`src/rtl/irqc_pkg.sv`:
```
// Package irqc_pkg
// Shared register-select encoding for the interrupt level controller.
// Assumes a 2-bit select field on both the write and the read port.
package irqc_pkg;
    typedef enum logic [1:0] {
        SEL_PEND  = 2'd0,
        SEL_MASK  = 2'd1,
        SEL_CLEAR = 2'd2,
        SEL_FORCE = 2'd3
    } irqc_sel_e;
endpackage

```
`src/rtl/irqc_regs.sv`:
```
// Module irqc_regs
// Holds the pending, force and mask state of the controller and applies
// requests, acknowledges and register writes to them.
// Assumes: bit 0 of every vector is unused; a request outranks a clear or an
// acknowledge on the same pending bit; a force write outranks the acknowledge
// override on the same force bit.
module irqc_regs
    import irqc_pkg::*;
#(
    parameter int          NUM_LEVELS = 15,
    parameter int          VEC_W      = NUM_LEVELS + 1,
    parameter int          LVL_W      = $clog2(VEC_W),
    parameter logic [VEC_W-1:0] MASK_RST = VEC_W'(16'h3FFF)
) (
    input  logic             clk,
    input  logic             rst_n,
    input  logic [VEC_W-1:0] src_req,
    input  logic             wr_en,
    input  irqc_sel_e        wr_sel,
    input  logic [VEC_W-1:0] wr_data,
    input  logic             ack_valid,
    input  logic [LVL_W-1:0] ack_level,
    input  logic             test_mode,
    output logic [VEC_W-1:0] pend_q,
    output logic [VEC_W-1:0] frc_q,
    output logic [VEC_W-1:0] mask_q
);
    // Mask bits that software may write: 1 .. NUM_LEVELS-1
    localparam logic [VEC_W-1:0] MASK_WR =
        ((VEC_W'(1) << NUM_LEVELS) - VEC_W'(1)) & ~VEC_W'(1);
    // Mask reset with the top level forced open
    localparam logic [VEC_W-1:0] MASK_INIT = MASK_RST & ~(VEC_W'(1) << NUM_LEVELS);

    logic clr_wr;
    logic frc_wr;
    logic msk_wr;

    // Decode the write strobe per register
    always_comb begin
        clr_wr = wr_en && (wr_sel == SEL_CLEAR);
        frc_wr = wr_en && (wr_sel == SEL_FORCE);
        msk_wr = wr_en && (wr_sel == SEL_MASK);
    end

    // Bit 0 of pending and force is never used
    assign pend_q[0] = 1'b0;
    assign frc_q[0]  = 1'b0;

    for (genvar i = 1; i <= NUM_LEVELS; i++) begin : g_lvl
        logic hit;
        logic take_frc;

        // Work out whether this level is acknowledged and which bit it retires
        always_comb begin
            hit      = ack_valid && (ack_level == LVL_W'(i));
            take_frc = hit && test_mode && frc_q[i];
        end

        // Pending bit: request wins over clear and acknowledge
        always_ff @(posedge clk) begin
            if (!rst_n)
                pend_q[i] <= 1'b0;
            else if (src_req[i])
                pend_q[i] <= 1'b1;
            else if ((clr_wr && wr_data[i]) || (hit && !take_frc))
                pend_q[i] <= 1'b0;
        end

        // Force bit: software write wins over the acknowledge override
        always_ff @(posedge clk) begin
            if (!rst_n)
                frc_q[i] <= 1'b0;
            else if (frc_wr)
                frc_q[i] <= wr_data[i];
            else if (take_frc)
                frc_q[i] <= 1'b0;
        end
    end

    // Mask register with the non-writable bits kept clear on write
    always_ff @(posedge clk) begin
        if (!rst_n)
            mask_q <= MASK_INIT;
        else if (msk_wr)
            mask_q <= wr_data & MASK_WR;
    end
endmodule

```
`src/rtl/irqc_prio.sv`:
```
// Module irqc_prio
// Combines pending and force, removes masked levels and encodes the
// highest remaining level. Output 0 means nothing active.
// Assumes bit 0 of the inputs carries no request.
module irqc_prio #(
    parameter int NUM_LEVELS = 15,
    parameter int VEC_W      = NUM_LEVELS + 1,
    parameter int LVL_W      = $clog2(VEC_W)
) (
    input  logic [VEC_W-1:0] pend,
    input  logic [VEC_W-1:0] frc,
    input  logic [VEC_W-1:0] mask,
    output logic [LVL_W-1:0] level
);
    logic [VEC_W-1:0] active;

    // Form the unmasked active set, bit 0 excluded
    always_comb begin
        active    = (pend | frc) & ~mask;
        active[0] = 1'b0;
    end

    // Scan upward so the highest active level is the one that remains
    always_comb begin
        level = '0;
        for (int i = 1; i <= NUM_LEVELS; i++) begin
            if (active[i])
                level = LVL_W'(i);
        end
    end
endmodule

```
`src/rtl/irq_level_ctrl.sv`:
```
// Module irq_level_ctrl
// Top of the prioritized interrupt level controller: register state,
// priority encoding and the combinational read-back multiplexer.
// Assumes all inputs are synchronous to clk; reset is synchronous active-low.
module irq_level_ctrl
    import irqc_pkg::*;
#(
    parameter int NUM_LEVELS = 15,
    parameter int TEST_W     = 32,
    parameter int TEST_BIT   = 19,
    parameter int VEC_W      = NUM_LEVELS + 1,
    parameter int LVL_W      = $clog2(VEC_W)
) (
    input  logic             clk,
    input  logic             rst_n,
    input  logic [VEC_W-1:0] src_req,
    input  logic             wr_en,
    input  logic [1:0]       wr_sel,
    input  logic [VEC_W-1:0] wr_data,
    input  logic [1:0]       rd_sel,
    output logic [VEC_W-1:0] rd_data,
    input  logic             ack_valid,
    input  logic [LVL_W-1:0] ack_level,
    input  logic [TEST_W-1:0] test_ctrl,
    output logic [LVL_W-1:0] irq_level
);
    logic [VEC_W-1:0] pend_q;
    logic [VEC_W-1:0] frc_q;
    logic [VEC_W-1:0] mask_q;
    logic             test_mode;

    // Pick the override bit out of the test control word
    assign test_mode = test_ctrl[TEST_BIT];

    irqc_regs #(
        .NUM_LEVELS (NUM_LEVELS),
        .VEC_W      (VEC_W),
        .LVL_W      (LVL_W)
    ) u_regs (
        .clk       (clk),
        .rst_n     (rst_n),
        .src_req   (src_req),
        .wr_en     (wr_en),
        .wr_sel    (irqc_sel_e'(wr_sel)),
        .wr_data   (wr_data),
        .ack_valid (ack_valid),
        .ack_level (ack_level),
        .test_mode (test_mode),
        .pend_q    (pend_q),
        .frc_q     (frc_q),
        .mask_q    (mask_q)
    );

    irqc_prio #(
        .NUM_LEVELS (NUM_LEVELS),
        .VEC_W      (VEC_W),
        .LVL_W      (LVL_W)
    ) u_prio (
        .pend  (pend_q),
        .frc   (frc_q),
        .mask  (mask_q),
        .level (irq_level)
    );

    // Read-back multiplexer; the clear register reads as zero
    always_comb begin
        unique case (irqc_sel_e'(rd_sel))
            SEL_PEND:  rd_data = pend_q;
            SEL_MASK:  rd_data = mask_q;
            SEL_FORCE: rd_data = frc_q;
            default:   rd_data = '0;
        endcase
    end
endmodule

```
`config.mk`:
```
export PLATFORM = sky130hd
export DESIGN_NAME = irq_level_ctrl
export DESIGN_NICKNAME = d
export VERILOG_FILES = /design/src/rtl/irqc_pkg.sv /design/src/rtl/irqc_regs.sv /design/src/rtl/irqc_prio.sv /design/src/rtl/irq_level_ctrl.sv
export SDC_FILE = /design/constraint.sdc
export NUM_CORES = 1
export LEC_CHECK = 0
export BUFFER_PORTS_ARGS = -buffer_cell sky130_fd_sc_hd__buf_2
export CORE_ASPECT_RATIO = 1.25
export CORE_MARGIN = 1
export CORE_UTILIZATION = 39
export CTS_CLUSTER_SIZE = 12
export DETAILED_ROUTE_END_ITERATION = 8
export PLACE_DENSITY_LB_ADDON = 0.1
export SETUP_SLACK_MARGIN = 0.4
export SKIP_CTS_REPAIR_TIMING = 1
export SYNTH_ARGS = -nofsm -noshare
export SYNTH_HDL_FRONTEND = slang
export SYNTH_SLANG_ARGS = --single-unit
```
`constraint.sdc`:
```
create_clock -name clk -period 2.1 [get_ports clk]
set_clock_uncertainty 0.2 [all_clocks]
set_input_delay 0 -clock clk [delete_from_list [all_inputs] [get_ports clk]]
set_output_delay 0 -clock clk [all_outputs]
set_load 0.01 [all_outputs]
```
# Word-level counts from Yosys, hierarchy flattened
# Index checks and enable logic that the tools add are counted.
[word_totals] ff_bits=45 latch_bits=0 mem_bits_rw=0 rom_bits=0 input_bits=76 out_inout_bits=20 word_cells=269 mem_count=0
[classes] addsub=0 mul=0 div_mod_pow=0 order_cmp=0 n_eq_ne=20 shifts=0 n_mux=76 bitwise_logic=3 n_reduce_logical=139
[ops] op="logical AND 1 bit" count=78
[ops] op="two-way mux 1 bit" count=61
[ops] op="nonzero test 2 bit" count=30
[ops] op="case mux 16 bit (3 select lines)" count=1
[ops] op="equality test 4 bit, second input constant" count=8
[ops] op="two-way mux 4 bit" count=8
[ops] op="bitwise AND 16 bit" count=1
[ops] op="equality test 4 x 3 -> 1 bit, second input constant" count=4
[ops] op="NOT 15 -> 16 bit" count=1
[ops] op="OR 16 bit" count=1
[ops] op="zero test 1 bit" count=15
[ops] op="logical OR 1 bit" count=15
[ops] op="two-way mux 3 bit" count=4
[ops] op="equality test 4 x 2 -> 1 bit, second input constant" count=2
[ops] op="equality test 2 bit, second input constant" count=3
[ops] op="equality test 2 x 1 -> 1 bit, second input constant" count=2
[ops] op="equality test 4 x 1 -> 1 bit, second input constant" count=1
[ops] op="two-way mux 2 bit" count=2
[ops] op="zero test 2 bit" count=1

# Longest topological paths before layout
[logic_depth] ltp_word=17 mapped_depth=6 ltp_nobuf=4

# By module
# Synthesis repeated with hierarchy kept, for this count alone.
[unflattened] cells_unflattened=306 area_unflattened_um2=2606.2
[modules_own_cells] module="irqc_regs" instances=1 cells_per_inst=228 area_each_um2=1974.4 seq_area_each_um2=900.9
[modules_own_cells] module="irq_level_ctrl" instances=1 cells_per_inst=39 area_each_um2=362.8 seq_area_each_um2=0.0
[modules_own_cells] module="irqc_prio" instances=1 cells_per_inst=39 area_each_um2=269.0 seq_area_each_um2=0.0

# Worst setup path before layout
# Ideal clock, no wire load.
[synth_timing] path_type="register to output" from="reg u_regs.frc_q[2]" to="out irq_level[0]" arrival_time_ns=1.211 t_required_ns=1.900 path_slack_ns=0.689 stages_incl_launch_ff=5 n_path_buf=0 path_cell_list="dfxtp_1 > o21ba_2 > o311ai_0 > a31oi_1 > o21ai_0"
[synth_between] elab_chain_len=16
[synth_rtl] element="start, declared" line="irqc_regs.sv:25" text="output logic [VEC_W-1:0] frc_q,"
[synth_rtl] element="start signal, assigned by index" line="irqc_regs.sv:74" text="frc_q[i] <= wr_data[i];"
[synth_rtl] element="OR 16 bit" line="irqc_prio.sv:19" text="active = (pend | frc) & ~mask;"
[synth_rtl] element="bitwise AND 16 bit" line="irqc_prio.sv:19"
[synth_rtl] element="two-way mux 2 bit (2 in a row)" line="irqc_prio.sv:27" text="if (active[i])"
[synth_rtl] element="two-way mux 3 bit (4 in a row)" line="irqc_prio.sv:27"
[synth_rtl] element="two-way mux 4 bit (8 in a row)" line="irqc_prio.sv:27"
[synth_rtl] element="end, declared" line="irq_level_ctrl.sv:25" text="output logic [LVL_W-1:0] irq_level"
# No other way between the ends.

# Final worst setup path
[layout_timing] from="reg u_regs.pend_q[11]" to="out irq_level[1]"
[layout_between] elab_chain_len=7
[layout_rtl] element="start, declared" line="irqc_regs.sv:24" text="output logic [VEC_W-1:0] pend_q,"
[layout_rtl] element="start signal, assigned by index" line="irqc_regs.sv:62" text="pend_q[i] <= 1'b0;"
[layout_rtl] element="start signal, assigned by index" line="irqc_regs.sv:64" text="pend_q[i] <= 1'b1;"
[layout_rtl] element="start signal, assigned by index" line="irqc_regs.sv:66" text="pend_q[i] <= 1'b0;"
[layout_rtl] element="OR 16 bit" line="irqc_prio.sv:19"
[layout_rtl] element="bitwise AND 16 bit" line="irqc_prio.sv:19"
[layout_rtl] element="two-way mux 4 bit (5 in a row)" line="irqc_prio.sv:27"
# No other way between the ends.

==> key figures <==
Run
  • Number of max-cap violations: 0

Timing
  • Setup violators final: 0
  • Hold Vio Cnt, Final: 0
  • Worst slew margin: 0.4839
  • Setup TNS: 0 ns
  • Final min period: 1.815 ns
  • Fmax: 550.9 MHz
  • Fin crit share: 0.8644
  • Worst hold margin: 0.01736 ns
  • Slew Viols, Final: 0
  • Final WS setup: 0.2848 ns
  • Worst Max-Slew Pin Slew: 0.7714 ns
  • RSZ-0062 raised after global routing: yes

Setup path
  • CP Class: flop to primary output
  • R2r startpoint: u_regs.frc_q[1]$_SDFFE_PN0P_
  • CP max FO: 6
  • Reg2Reg Setup Slack: 0.55 ns
  • Reg2Reg Depth: 5
  • CP arrival: 1.62 ns
  • Nature of the critical path endpoint: primary output
  • RR Endpoint: u_regs.pend_q[1]$_SDFFE_PN0P_
  • CP Launch Type: flop
  • CP Data Required Time: 1.90 ns

Power
  • Leakage power: 1.437 nW
  • Power per Cell Area: 622.5 nW/um2
  • Max VDD drop: 0.0003711 V
  • Post-route total power: 2.162 mW

Floorplanning
  • Initial core utilization: 0.4046
  • I/O pin count: 96
  • DIE AREA: 6723 um2
  • Num rows: 32
  • Overall die width: 73.54 um
  • Die height: 91.43 um
  • Std-Cell Core Area: 6166 um2

Placed design
  • RePlAce Congestion: 0.7800
  • Inst Count DP: 443
  • Pre-CTS setup slack: 0.5013 ns
  • Post-DP HPWL: 5206 um
  • Port buffer count: 62
  • Placed inst area: 2878 um2

GRT
  • First-pass GRT wire length: 12880 um
  • Antenna violations before repair: 0
  • Vias in the first global route: 2524
  • Total grt overflow: 0
  • All-Layer GR Usage: 0.2545
  • Largest net degree at the start of global routing: 46

Clocking
  • Max clock buf depth: 2
  • H-Tree Depth: 2
  • Clk root buf: clkbuf_8
  • CTS tree: built
  • Clock latency on the worst-skew pair: 0.30 ns
  • CTS clk-pin slew, worst paths: 0.08 ns
  • Clk sink count: 45
  • Total CTS buffers: 5

Cells and area
  • Layout cells sized above 1: 0.3050
  • Diodes inserted: 0
  • # nets final: 475
  • Area Overhead vs Synth: 39.22%
  • Finished Layout Cells: 485
  • Post-route core utilization: 0.5633
  • Fin area: 3473 um2

Routing
  • DRC viols: 0
  • Drt first pass iters: 5
  • Antenna viol nets, final: 0
  • Routed len/inst: 17.01 um
  • Vias per cell: 5.429
  • Starting DRT DRC Count: 157
  • Vias: 2633
  • Post-Route WL: 8250 um

Min path
  • Hold endpoint: u_regs.mask_q[0]$_SDFFE_PN1P_
  • Hold Path Class: primary input to flop
  • Hold depth: 2
  • Min-Delay Startpoint: rst_n

Logic synthesis
  • Mean Syn Cell Area: 8.048 um2
  • Syn nets: 386
  • Flops & latches, synth: 45
  • Mapped cell area: 2495 um2
  • Seq/Total Area, Yosys: 0.3611
  • Post-synth cell types: 32
  • Syn. warnings: 0
  • Synth Instances: 310

Run status
  • Outcome: finished clean
[cell families after synthesis]
family | after synthesis | share of synthesized area
buffers and inverters | 21 | 0.03460
DFF | 45 | 0.3611
and+or+nand+nor | 138 | 0.2588
muxes | 14 | 0.06319
AOI/OAI and AO/OA | 92 | 0.2824
[per-layer routing]
layer,part of all wire,track usage
met1,0.44,0.3311
met2,0.49,0.4243
met5,0,0
met4,0.016,0.07372
met3,0.048,0.04218
[synthesized netlist by cell type (all sizes together)]
library cell   n  area share
nand4          1      0.0025
or3b           1      0.0035
mux2          14       0.063
o31ai          1      0.0030
nor3           1      0.0020
and3           1      0.0025
o21ba          1      0.0040
dfxtp         45        0.36
or2            1      0.0025
nor2b         15       0.038
nand3         19       0.038
nand2         73        0.11
o21a           1      0.0030
o311ai         1      0.0035
a22o          14       0.049
nor2          10       0.015
a211o         12       0.042
a311oi         1      0.0035
and2           1      0.0025
clkbuf        14       0.021
nand3b         8       0.024
o21bai        11       0.033
o2111ai        1      0.0035
nand2b         5       0.013
a21boi        16       0.048
a31oi         16       0.040
buf            7       0.014
o211ai        15       0.045
o21ai          2      0.0040
nor4           1      0.0025
and3b          1      0.0035
[power breakdown]
part / internal (mW) / switching, mW / leakage (nW) / total [mW]
clock: 0.473 / 0.304 / 0.0681 / 0.776
sequential: 0.900 / 0.0453 / 0.374 / 0.945
combinational: 0.221 / 0.220 / 0.995 / 0.441
[area by class of cell]
cell class | count | area (um2)
multi-input combinational | 244 | 1628
fill | 615 | 2693
clock buffer | 5 | 68.82
tap | 85 | 106.4
clock inverter | 3 | 65.06
timing repair buffer | 103 | 695.7
sequential | 45 | 909.6
[cells in the final DEF (no fill, tap or decap), types with 2 or more instances in the layout]
cell / n
mux2_2: 14
dfxtp_1: 38
bufinv_16: 2
nand2b_1: 5
o21bai_2: 7
dlygate4sd3_1: 31
clkbuf_8: 5
nor2b_1: 15
buf_2: 62
nand3b_1: 8
nand3_1: 19
nand2_2: 2
o21bai_4: 2
a211o_1: 12
buf_4: 10
nor2_1: 8
a22o_1: 14
nand2_1: 71
o211ai_1: 15
dfxtp_2: 7
o21bai_1: 2
a31oi_1: 16
a21boi_0: 16
[worst max-delay path by stage]
| stage | from | endpoint |
|---|---|---|
| 2_1_floorplan | u_regs.frc_q[2]$_SDFFE_PN0P_ | irq_level[0] |
| 3_3_place_gp | u_regs.frc_q[2]$_SDFFE_PN0P_ | irq_level[0] |
| 3_5_place_dp | rd_sel[1] | rd_data[6] |
| 4_1_cts | u_regs.frc_q[2]$_SDFFE_PN0P_ | irq_level[0] |
| 5_1_grt | u_regs.pend_q[11]$_SDFFE_PN0P_ | irq_level[1] |
| 6_report | u_regs.pend_q[11]$_SDFFE_PN0P_ | irq_level[1] |
[flip-flops by register name, summed over array words and instances (netlist names)]
signal / cells
u_regs.frc_q: 15
u_regs.mask_q: 15
u_regs.pend_q: 15
[critical path, cell delays in order, from the launching register on]
cell,delay [ns]
dfxtp_2,0.34
o21bai_1,0.20
buf_4,0.18
nand2_2,0.07
a311oi_2,0.26
o31ai_2,0.11
buf_2,0.15
(Power assumes the default switching activity.)
